[src/rtl/pin_debounce_pkg.sv]
package pin_debounce_pkg;

  // Default exponent width: 3 bits selects 1..128 ms windows.
  parameter int DBC_EXP_W_DEF = 3;

  // Width of a counter that must reach 2^(2^exp_w - 1) - 1.
  function automatic int ms_count_width(input int exp_w);
    return (1 << exp_w) - 1;
  endfunction

  // Width of the clock divider counter.
  function automatic int div_width(input int clks);
    return (clks > 1) ? $clog2(clks) : 1;
  endfunction

  typedef enum logic [1:0] {
    DBC_IDLE   = 2'd0,
    DBC_COUNT  = 2'd1,
    DBC_ACCEPT = 2'd2,
    DBC_FLUSH  = 2'd3
  } dbc_phase_e;

endpackage

[src/rtl/dbc_rst_sync.sv]
module dbc_rst_sync #(
  parameter int STAGES = 2
) (
  input  logic clk,
  input  logic rst_n,
  output logic rst_sync_n
);

  logic [STAGES-1:0] chain_q;
  logic [STAGES-1:0] chain_d;

  always_comb begin
    chain_d = {chain_q[STAGES-2:0], 1'b1};
  end

  always_ff @(posedge clk or negedge rst_n) begin
    if (!rst_n) chain_q <= '0;
    else        chain_q <= chain_d;
  end

  assign rst_sync_n = chain_q[STAGES-1];

endmodule

[src/rtl/dbc_ms_divider.sv]
module dbc_ms_divider
  import pin_debounce_pkg::*;
#(
  parameter int CLKS_PER_MS = 50000
) (
  input  logic clk,
  input  logic rst_n,
  input  logic restart,
  output logic tick
);

  localparam int DIV_W = div_width(CLKS_PER_MS);
  localparam logic [DIV_W-1:0] LAST = DIV_W'(CLKS_PER_MS - 1);

  logic [DIV_W-1:0] cnt_q;
  logic [DIV_W-1:0] cnt_d;
  logic             at_last;

  assign at_last = (cnt_q == LAST);

  always_comb begin
    if (restart)      cnt_d = '0;
    else if (at_last) cnt_d = '0;
    else              cnt_d = cnt_q + DIV_W'(1);
  end

  always_ff @(posedge clk or negedge rst_n) begin
    if (!rst_n) cnt_q <= '0;
    else        cnt_q <= cnt_d;
  end

  assign tick = at_last && !restart;

endmodule

[src/rtl/dbc_settle_timer.sv]
module dbc_settle_timer
  import pin_debounce_pkg::*;
#(
  parameter int EXP_W = DBC_EXP_W_DEF
) (
  input  logic                                 clk,
  input  logic                                 rst_n,
  input  logic                                 restart,
  input  logic                                 tick,
  input  logic [EXP_W-1:0]                     exp_sel,
  output logic                                 done,
  output logic [ms_count_width(EXP_W)-1:0]     ms_cnt
);

  localparam int MS_W = ms_count_width(EXP_W);

  logic [MS_W-1:0] cnt_q;
  logic [MS_W-1:0] cnt_d;
  logic [MS_W-1:0] last_ms;

  // last_ms = 2^exp_sel - 1 is a thermometer code in the exponent.
  for (genvar i = 0; i < MS_W; i++) begin : g_therm
    assign last_ms[i] = (exp_sel > EXP_W'(i));
  end

  assign done = tick && (cnt_q == last_ms);

  always_comb begin
    if (restart)   cnt_d = '0;
    else if (done) cnt_d = '0;
    else if (tick) cnt_d = cnt_q + MS_W'(1);
    else           cnt_d = cnt_q;
  end

  always_ff @(posedge clk or negedge rst_n) begin
    if (!rst_n) cnt_q <= '0;
    else        cnt_q <= cnt_d;
  end

  assign ms_cnt = cnt_q;

endmodule

[src/rtl/pin_debounce.sv]
module pin_debounce
  import pin_debounce_pkg::*;
#(
  parameter int CLKS_PER_MS = 50000,
  parameter int EXP_W       = DBC_EXP_W_DEF
) (
  input  logic             clk,
  input  logic             rst_n,
  input  logic             pin_sync,
  input  logic             dbc_en,
  input  logic [EXP_W-1:0] dbc_exp,
  output logic             pin_filt
);

  localparam int MS_W = ms_count_width(EXP_W);

  logic             rst_sync_n;
  logic             primed_q, primed_d;
  logic             cand_q,   cand_d;
  logic             filt_q,   filt_d;
  logic             en_q,     en_d;
  logic [EXP_W-1:0] exp_q,    exp_d;
  logic             pin_chg;
  logic             cfg_chg;
  logic             restart;
  logic             tick;
  logic             done;
  logic [MS_W-1:0]  settle_ms;
  dbc_phase_e       phase;

  dbc_rst_sync #(.STAGES(2)) u_rst (
    .clk        (clk),
    .rst_n      (rst_n),
    .rst_sync_n (rst_sync_n)
  );

  assign pin_chg = (pin_sync != cand_q);
  assign cfg_chg = (dbc_en != en_q) || (dbc_exp != exp_q);
  assign restart = !primed_q || pin_chg || cfg_chg;

  dbc_ms_divider #(.CLKS_PER_MS(CLKS_PER_MS)) u_div (
    .clk     (clk),
    .rst_n   (rst_sync_n),
    .restart (restart),
    .tick    (tick)
  );

  dbc_settle_timer #(.EXP_W(EXP_W)) u_timer (
    .clk     (clk),
    .rst_n   (rst_sync_n),
    .restart (restart),
    .tick    (tick),
    .exp_sel (dbc_exp),
    .done    (done),
    .ms_cnt  (settle_ms)
  );

  always_comb begin
    if (!primed_q)    phase = DBC_IDLE;
    else if (!dbc_en) phase = DBC_FLUSH;
    else if (done)    phase = DBC_ACCEPT;
    else              phase = DBC_COUNT;
  end

  always_comb begin
    primed_d = 1'b1;
    cand_d   = pin_sync;
    en_d     = dbc_en;
    exp_d    = dbc_exp;
    case (phase)
      DBC_IDLE:   filt_d = pin_sync;
      DBC_FLUSH:  filt_d = pin_sync;
      DBC_ACCEPT: filt_d = pin_sync;
      default:    filt_d = filt_q;
    endcase
  end

  always_ff @(posedge clk or negedge rst_sync_n) begin
    if (!rst_sync_n) begin
      primed_q <= 1'b0;
      cand_q   <= 1'b0;
      filt_q   <= 1'b0;
      en_q     <= 1'b0;
      exp_q    <= '0;
    end else begin
      primed_q <= primed_d;
      cand_q   <= cand_d;
      filt_q   <= filt_d;
      en_q     <= en_d;
      exp_q    <= exp_d;
    end
  end

  assign pin_filt = (primed_q && dbc_en) ? filt_q : pin_sync;

endmodule

[config.mk]
export PLATFORM = sky130hd
export DESIGN_NAME = pin_debounce
export DESIGN_NICKNAME = d
export VERILOG_FILES = /design/src/rtl/pin_debounce_pkg.sv /design/src/rtl/dbc_rst_sync.sv /design/src/rtl/dbc_ms_divider.sv /design/src/rtl/dbc_settle_timer.sv /design/src/rtl/pin_debounce.sv
export SDC_FILE = /design/constraint.sdc
export NUM_CORES = 1
export LEC_CHECK = 0
export CAP_MARGIN = 40
export CORE_MARGIN = 5
export CORE_UTILIZATION = 28
export CTS_CLUSTER_SIZE = 8
export DETAILED_ROUTE_END_ITERATION = 10
export HOLD_SLACK_MARGIN = 0.12
export SYNTH_ARGS = -nofsm -noshare
export SYNTH_HDL_FRONTEND = slang
export SYNTH_SLANG_ARGS = --single-unit
[constraint.sdc]
create_clock -name clk -period 1.1 [get_ports clk]
set_input_delay 0.275 -clock clk [delete_from_list [all_inputs] [get_ports clk]]
set_output_delay 0.275 -clock clk [all_outputs]
set_load 0.02 [all_outputs]
==> results of run 1 <==
==> per-stage QoR <==
stage               TNS, ns  instances  cell area [um2]  hold slack (ns)  utilization
finish               -19.46        316             2486           0.1513       0.4199
global route         -21.30        316             2486           0.1441       0.4199
CTS                  -19.66        315             2411           0.1463       0.4072
detailed placement   -23.80        301             2192           0.2308       0.3702
global placement     -23.37        301             2192           0.2239       0.3702
floorplan            -17.72        182             1769         -0.02059            -
==> power by group through the flow <==
stage	clock, mW	sequential, mW	combinational [mW]
floorplan	0	1.24	0.0892
detailed placement	0	1.23	0.177
global route	1.05	1.21	0.199
CTS	0.998	1.20	0.177
finish	0.956	1.21	0.178
global placement	0	1.23	0.174
==> kinds of logic (layout without fill, tap and decap cells) <==
| group | count (synthesis) | after routing | share of synthesized area |
|---|---|---|---|
| fa+ha+maj | 2 | 2 | 0.01467 |
| other cells | 1 | 2 | 0.002199 |
| buf+inv | 10 | 68 | 0.02714 |
| xor+xnor | 19 | 19 | 0.09758 |
| compound gates | 27 | 27 | 0.1013 |
| simple gates | 90 | 91 | 0.2876 |
| flops | 32 | 32 | 0.4696 |
==> synth_stat cells, types with 2 or more instances <==
cell type / instances / area share
a21oi_1: 9 / 0.026
and2_1: 2 / 0.0073
and3_1: 4 / 0.015
and4_1: 2 / 0.010
clkbuf_1: 5 / 0.011
dfrtp_1: 32 / 0.47
ha_1: 2 / 0.015
inv_1: 3 / 0.0066
nand2_1: 20 / 0.044
nand2b_1: 2 / 0.0073
nand3_1: 5 / 0.015
nand4_1: 6 / 0.022
nor2_1: 24 / 0.053
nor3_1: 4 / 0.012
nor3_2: 2 / 0.012
nor3b_1: 2 / 0.0088
nor4_1: 2 / 0.0073
nor4b_1: 3 / 0.015
nor4bb_1: 2 / 0.012
o21ai_0: 5 / 0.015
o21ai_1: 2 / 0.0059
o22ai_1: 3 / 0.011
or4b_1: 2 / 0.012
xnor2_1: 11 / 0.056
xor2_1: 8 / 0.041
==> path summary, 6_finish.rpt <==
check                                                 to  slack (ns)  cells after the start
max                        u_timer.ms_cnt[2]$_DFFE_PN0P_       -0.88                      5
min                           u_rst.chain_q[1]$_DFF_PN0_        0.15                      1
max reg2reg                u_timer.ms_cnt[2]$_DFFE_PN0P_       -0.88                      5
min reg2reg                     u_div.cnt_q[4]$_DFF_PN0_        0.22                      1
max in group asynchronous       u_div.cnt_q[0]$_DFF_PN0_        0.72                      1
min in group clk                          en_q$_DFF_PN0_        0.32                      1
==> cell type report <==
type	instances	area, um2	share of cell area
flip-flops and latches	32	800.8	0.3221
clock buffers	6	82.58	0.03322
multi-input cells	141	1011	0.4066
inverters	3	11.26	0.004529
repair buffers	57	476.7	0.1917
well taps	75	93.84	0.03775
clock inverters	2	10.01	0.004026
==> worst reg2reg max path, stage by stage, from the launching register on <==
cell and delay (ns):
dfrtp_1 0.37, or4b_4 0.55, or4_4 0.57, nor3b_2 0.20, o22ai_1 0.10, a21oi_1 0.13
==> sequential cells by signal, indices dropped and copies added, names as in the netlist <==
signal	count
u_timer.ms_cnt	7
primed_q	1
filt_q	1
en_q	1
u_div.cnt_q	16
u_rst.chain_q	2
exp_q	3
cand_q	1
==> what timing repair did <==
action | in CTS | in global routing
setup endpoints to repair | 25 | 25
cloned | 1 | 0
pin swaps | 12 | 14
buffers inserted | 5 | 1
resized for setup | 28 | 11
==> routing by layer <==
| metal | GRT usage | vias to the layer above |
|---|---|---|
| met2 | 0.2075 | 20 |
| li1 | - | 755 |
| met5 | 0 | - |
| met4 | 0.05082 | 0 |
| met3 | 0.03387 | 8 |
| met1 | 0.1431 | 747 |
==> impl_metrics.ini, run 1 <==
[finish]
mostFrequentLayoutCell = buf_4
fill_cells = 587
num_antenna_cells = 0
fin_nets = 249
final_cell_mix = buf_4, dfrtp_1, nor2_1
areaGrowthSynthToFinish_pct = 45.78
drive_gt1_frac = 0.3444

[grt]
antenna_found_initial = 0
overflow = 0
grt_pass1_vias = 1583
grt_max_degree = 31
grt_usage = 0.1214
grt_pass1_wl_mm = 7.238

[die]
start_util = 0.2880
io_pins = 8
rows = 28
die_h_um = 88.04
core_area_um2 = 5921
dieWidth_um = 88.04
die_area_um2 = 7751

[clock_network]
ctsHoldBuffers = 0
cts_inserted_buffers = 5
cts.sinks = 32
clk-insertion-delay-late_ns = 0.29
htreeDepth = 2
cts-root-buf = clkbuf_8
cts.clk_slew.worst_paths_ns = 0.07
tritoncts = built
ctsLongestPathBuffers = 2

[drt]
drt-initial-drc-count = 62
num_vias = 1530
antenna_left = 0
met2WireLength_mm = 2.060
highest_layer = met4
vias_per_cell = 4.842
dr_wl_met3_um = 137
wl_mm = 4.163
route.detailed.drc = 0
m1WireLength_mm = 1.873
wl_per_cell_um = 13.17
firstDrtPassIters = 4

[pwr]
clockPowerShare = 0.409
ir_drop_v = 0.0007837
pwr-share-seq = 0.515
power_switching_share = 0.2384
internal_power_mw = 1.782
p_leak_nw = 1.017
p_switching_mw = 0.5579
p_total_mw = 2.340
power.density_nw_per_um2 = 941.3
comb_power_share = 0.076

[yosys]
syn_avg_cell_area_um2 = 9.422
syn_area_um2 = 1705
synth.yosys.seq_area_share = 0.4696
synth-seq-cells = 32
yosysUniqueCellTypes = 44
netlist_instances = 181
yosys_warnings = 0
async_flop_share = 1.000
synth_edf_count = 0
dominantRegCellSynth = dfrtp_1

[timing]
rsz0062_at_grt = true
setup_viol = 25
fin_crit_ns = 1.976
fin_ws_ns = -0.8758
post-route-period-util = 1.796
fmax_mhz = 506.1
finalHoldViolations = 0
fin_skew_ns = 0.007289
slew_violations = 0

[critical_path]
slowest_stage = or4_4
max_stage_delay_ns = 0.57
crit_path_end_kind = flip-flop
critPathMaxFanout = 6
path_class = reg -> reg
worstReg2RegStart = u_div.cnt_q[5]$_DFF_PN0_
cp_cell_sequence = or4b_4, or4_4, nor3b_2, o22ai_1, a21oi_1
crit_path_start = u_div.cnt_q[5]$_DFF_PN0_
crit_family = simple AND/OR/NAND/NOR gates
crit_buf_inv = 0
cp.required_ns = 1.32
worst-endpoint-arrival_ns = 2.19
critPathLaunchType = flip-flop

[hold_path]
hold_path.class = in -> async

[placed_design]
place.gp.congestion = 0.8010
place.port_buffers = 7
dp_slack_ns = -1.042
dpl.hpwl_mm = 2.692

[run]
drv_cap = 0

[run_status]
status = finished with violations
failed_checks = setup timing
No activity file was read; power rests on OpenSTA's default activity.
==> run 2: changes to the inputs <==
--- a/config.mk
+++ b/config.mk
@@ -7,10 +7,11 @@
 export LEC_CHECK = 0
 export CAP_MARGIN = 40
 export CORE_MARGIN = 5
-export CORE_UTILIZATION = 28
+export CORE_UTILIZATION = 55
 export CTS_CLUSTER_SIZE = 8
 export DETAILED_ROUTE_END_ITERATION = 10
 export HOLD_SLACK_MARGIN = 0.12
+export PLACE_DENSITY = 0.74
 export SYNTH_ARGS = -nofsm -noshare
 export SYNTH_HDL_FRONTEND = slang
 export SYNTH_SLANG_ARGS = --single-unit
==> impl_metrics.ini, run 2 (synthesis results as in run 1) <==
[finish]
drive_gt1_frac = 0.3361
final_cell_mix = buf_4, dfrtp_1, nor2_1
top_register = u_div.cnt_q
areaGrowthSynthToFinish_pct = 40.06
num_antenna_cells = 0
fin_nets = 249
largest_reg_flops = 16
fin_cells = 274
design_area_um2 = 2389
mostFrequentLayoutCell = buf_4

[pwr]
p_total_mw = 2.281
ir_drop_v = 0.0009776
p_leak_nw = 1.024
power.density_nw_per_um2 = 955.1

[timing]
finalHoldViolations = 0
slew_violations = 0
rsz0062_at_grt = true
fin_skew_ns = 0.009392
setup_viol = 25
fin_ws_ns = -0.9284
fin_hold_ws_ns = 0.2552
post-route-period-util = 1.844
fmax_mhz = 493.0
fin_crit_ns = 2.028

[critical_path]
cp_cell_sequence = or4b_1, or4_4, nor3_1, o22ai_1, a21oi_1
r2r_slack_ns = -0.93
critPathLaunchType = flip-flop
worst-endpoint-arrival_ns = 2.30
max_stage_delay_ns = 0.56
rr_worst_depth = 5
crit_path_end_kind = flip-flop
slowest_stage = or4_4
crit_family = simple AND/OR/NAND/NOR gates
crit_buf_inv = 0
path_class = reg -> reg
cp.required_ns = 1.37
worstReg2RegStart = u_div.cnt_q[12]$_DFF_PN0_
rr_endpoint = u_timer.ms_cnt[4]$_DFFE_PN0P_
critPathMaxFanout = 7

[clock_network]
ctsLongestPathBuffers = 2
tritoncts = built
cts.sinks = 32
htreeDepth = 2
cts-root-buf = clkbuf_4
clk-insertion-delay-late_ns = 0.34
cts.clk_slew.worst_paths_ns = 0.11
cts_inserted_buffers = 5

[grt]
grt_max_degree = 31
grt_pass1_wl_mm = 7.665
grt_usage = 0.2346
grt_pass1_vias = 1712
antenna_found_initial = 0
overflow = 0

[die]
io_pins = 8
die_h_um = 65.69
rows = 20
dieWidth_um = 65.69
die_area_um2 = 4315
start_util = 0.5679
core_area_um2 = 3003

[placed_design]
placed_area_um2 = 2132
place_inst = 258
place.gp.congestion = 0.8282
place.port_buffers = 7
dpl.hpwl_mm = 2.942
dp_slack_ns = -0.9965

[drt]
wl_per_cell_um = 16.01
vias_per_cell = 5.796
firstDrtPassIters = 4
drt-initial-drc-count = 93
route.detailed.drc = 0
num_vias = 1588
wl_mm = 4.387
antenna_left = 0

[run_status]
failed_checks = setup timing
status = finished with violations

[hold_path]
hold_path.class = reg -> async

[run]
drv_cap = 0
run 2: changes by cell type in the layout (fill, tap and decap cells not counted), sizes merged:
cell,change
dlygate4sd3,+1
nand2b,+1
clkbuf,-1
clkinvlp,+1
clkinv,-1
bufinv,+1
or4,-1
buf,-1
run 2: worst max-delay path by stage:
stage	start	to	slack, ns	depth (start not counted)
finish	u_div.cnt_q[12]$_DFF_PN0_	u_timer.ms_cnt[4]$_DFFE_PN0P_	-0.93	5
global route	u_div.cnt_q[12]$_DFF_PN0_	u_timer.ms_cnt[4]$_DFFE_PN0P_	-1.07	5
CTS	u_div.cnt_q[10]$_DFF_PN0_	u_timer.ms_cnt[3]$_DFFE_PN0P_	-0.91	6
detailed placement	dbc_exp[0]	u_timer.ms_cnt[2]$_DFFE_PN0P_	-1.0	8
global placement	dbc_exp[1]	filt_q$_DFFE_PN0P_	-0.94	7
floorplan	u_div.cnt_q[12]$_DFF_PN0_	u_timer.ms_cnt[5]$_DFFE_PN0P_	-0.88	5
run 2: final cells by class:
| type | count | area [um2] |
|---|---|---|
| timing repair buffer | 57 | 470.5 |
| multi-input combinational | 141 | 984.7 |
| sequential | 32 | 800.8 |
| clock inverter | 3 | 42.54 |
| fill | 206 | 614.3 |
| clock buffer | 5 | 37.54 |
| tap | 33 | 41.29 |
| inverter | 3 | 11.26 |
run 2: worst reg2reg max path: cells and delay by family, from the launching register on:
family | cells | cell delay [ns]
AOI/OAI and AO/OA | 2 | 0.27
DFF | 1 | 0.40
and+or+nand+nor | 3 | 1.29
run 2: what timing repair did:
action	in CTS	in global routing
pin swaps	13	10
hold endpoints to repair	2	0
endpoints found under the setup margin	25	25
gates resized for setup	29	8
hold buffers	1	0
cloned	1	0
buffers inserted	9	0
run 2: metal layers:
layer | wire length (um) | track usage | vias to the layer above
li1 | - | - | 753
met5 | 0 | 0 | -
met4 | 106 | 0.09067 | 0
met2 | 2460 | 0.4531 | 40
met3 | 162 | 0.04957 | 11
met1 | 1657 | 0.2415 | 784
run 2: power by group:
| group | switching, mW | internal [mW] | total [mW] |
|---|---|---|---|
| Clock | 0.420 | 0.473 | 0.894 |
| Combinational | 0.0959 | 0.0866 | 0.182 |
| Sequential | 0.0102 | 1.19 | 1.21 |
| Total | 0.526 | 1.75 | 2.28 |
run 2: metrics by stage:
step | setup TNS [ns] | util
6_report | -19.90 | 0.7954
4_1_cts | -19.92 | 0.7821
2_1_floorplan | -17.72 | -
3_5_place_dp | -23.65 | 0.7100
5_1_grt | -21.97 | 0.7954
3_3_place_gp | -21.36 | 0.7100
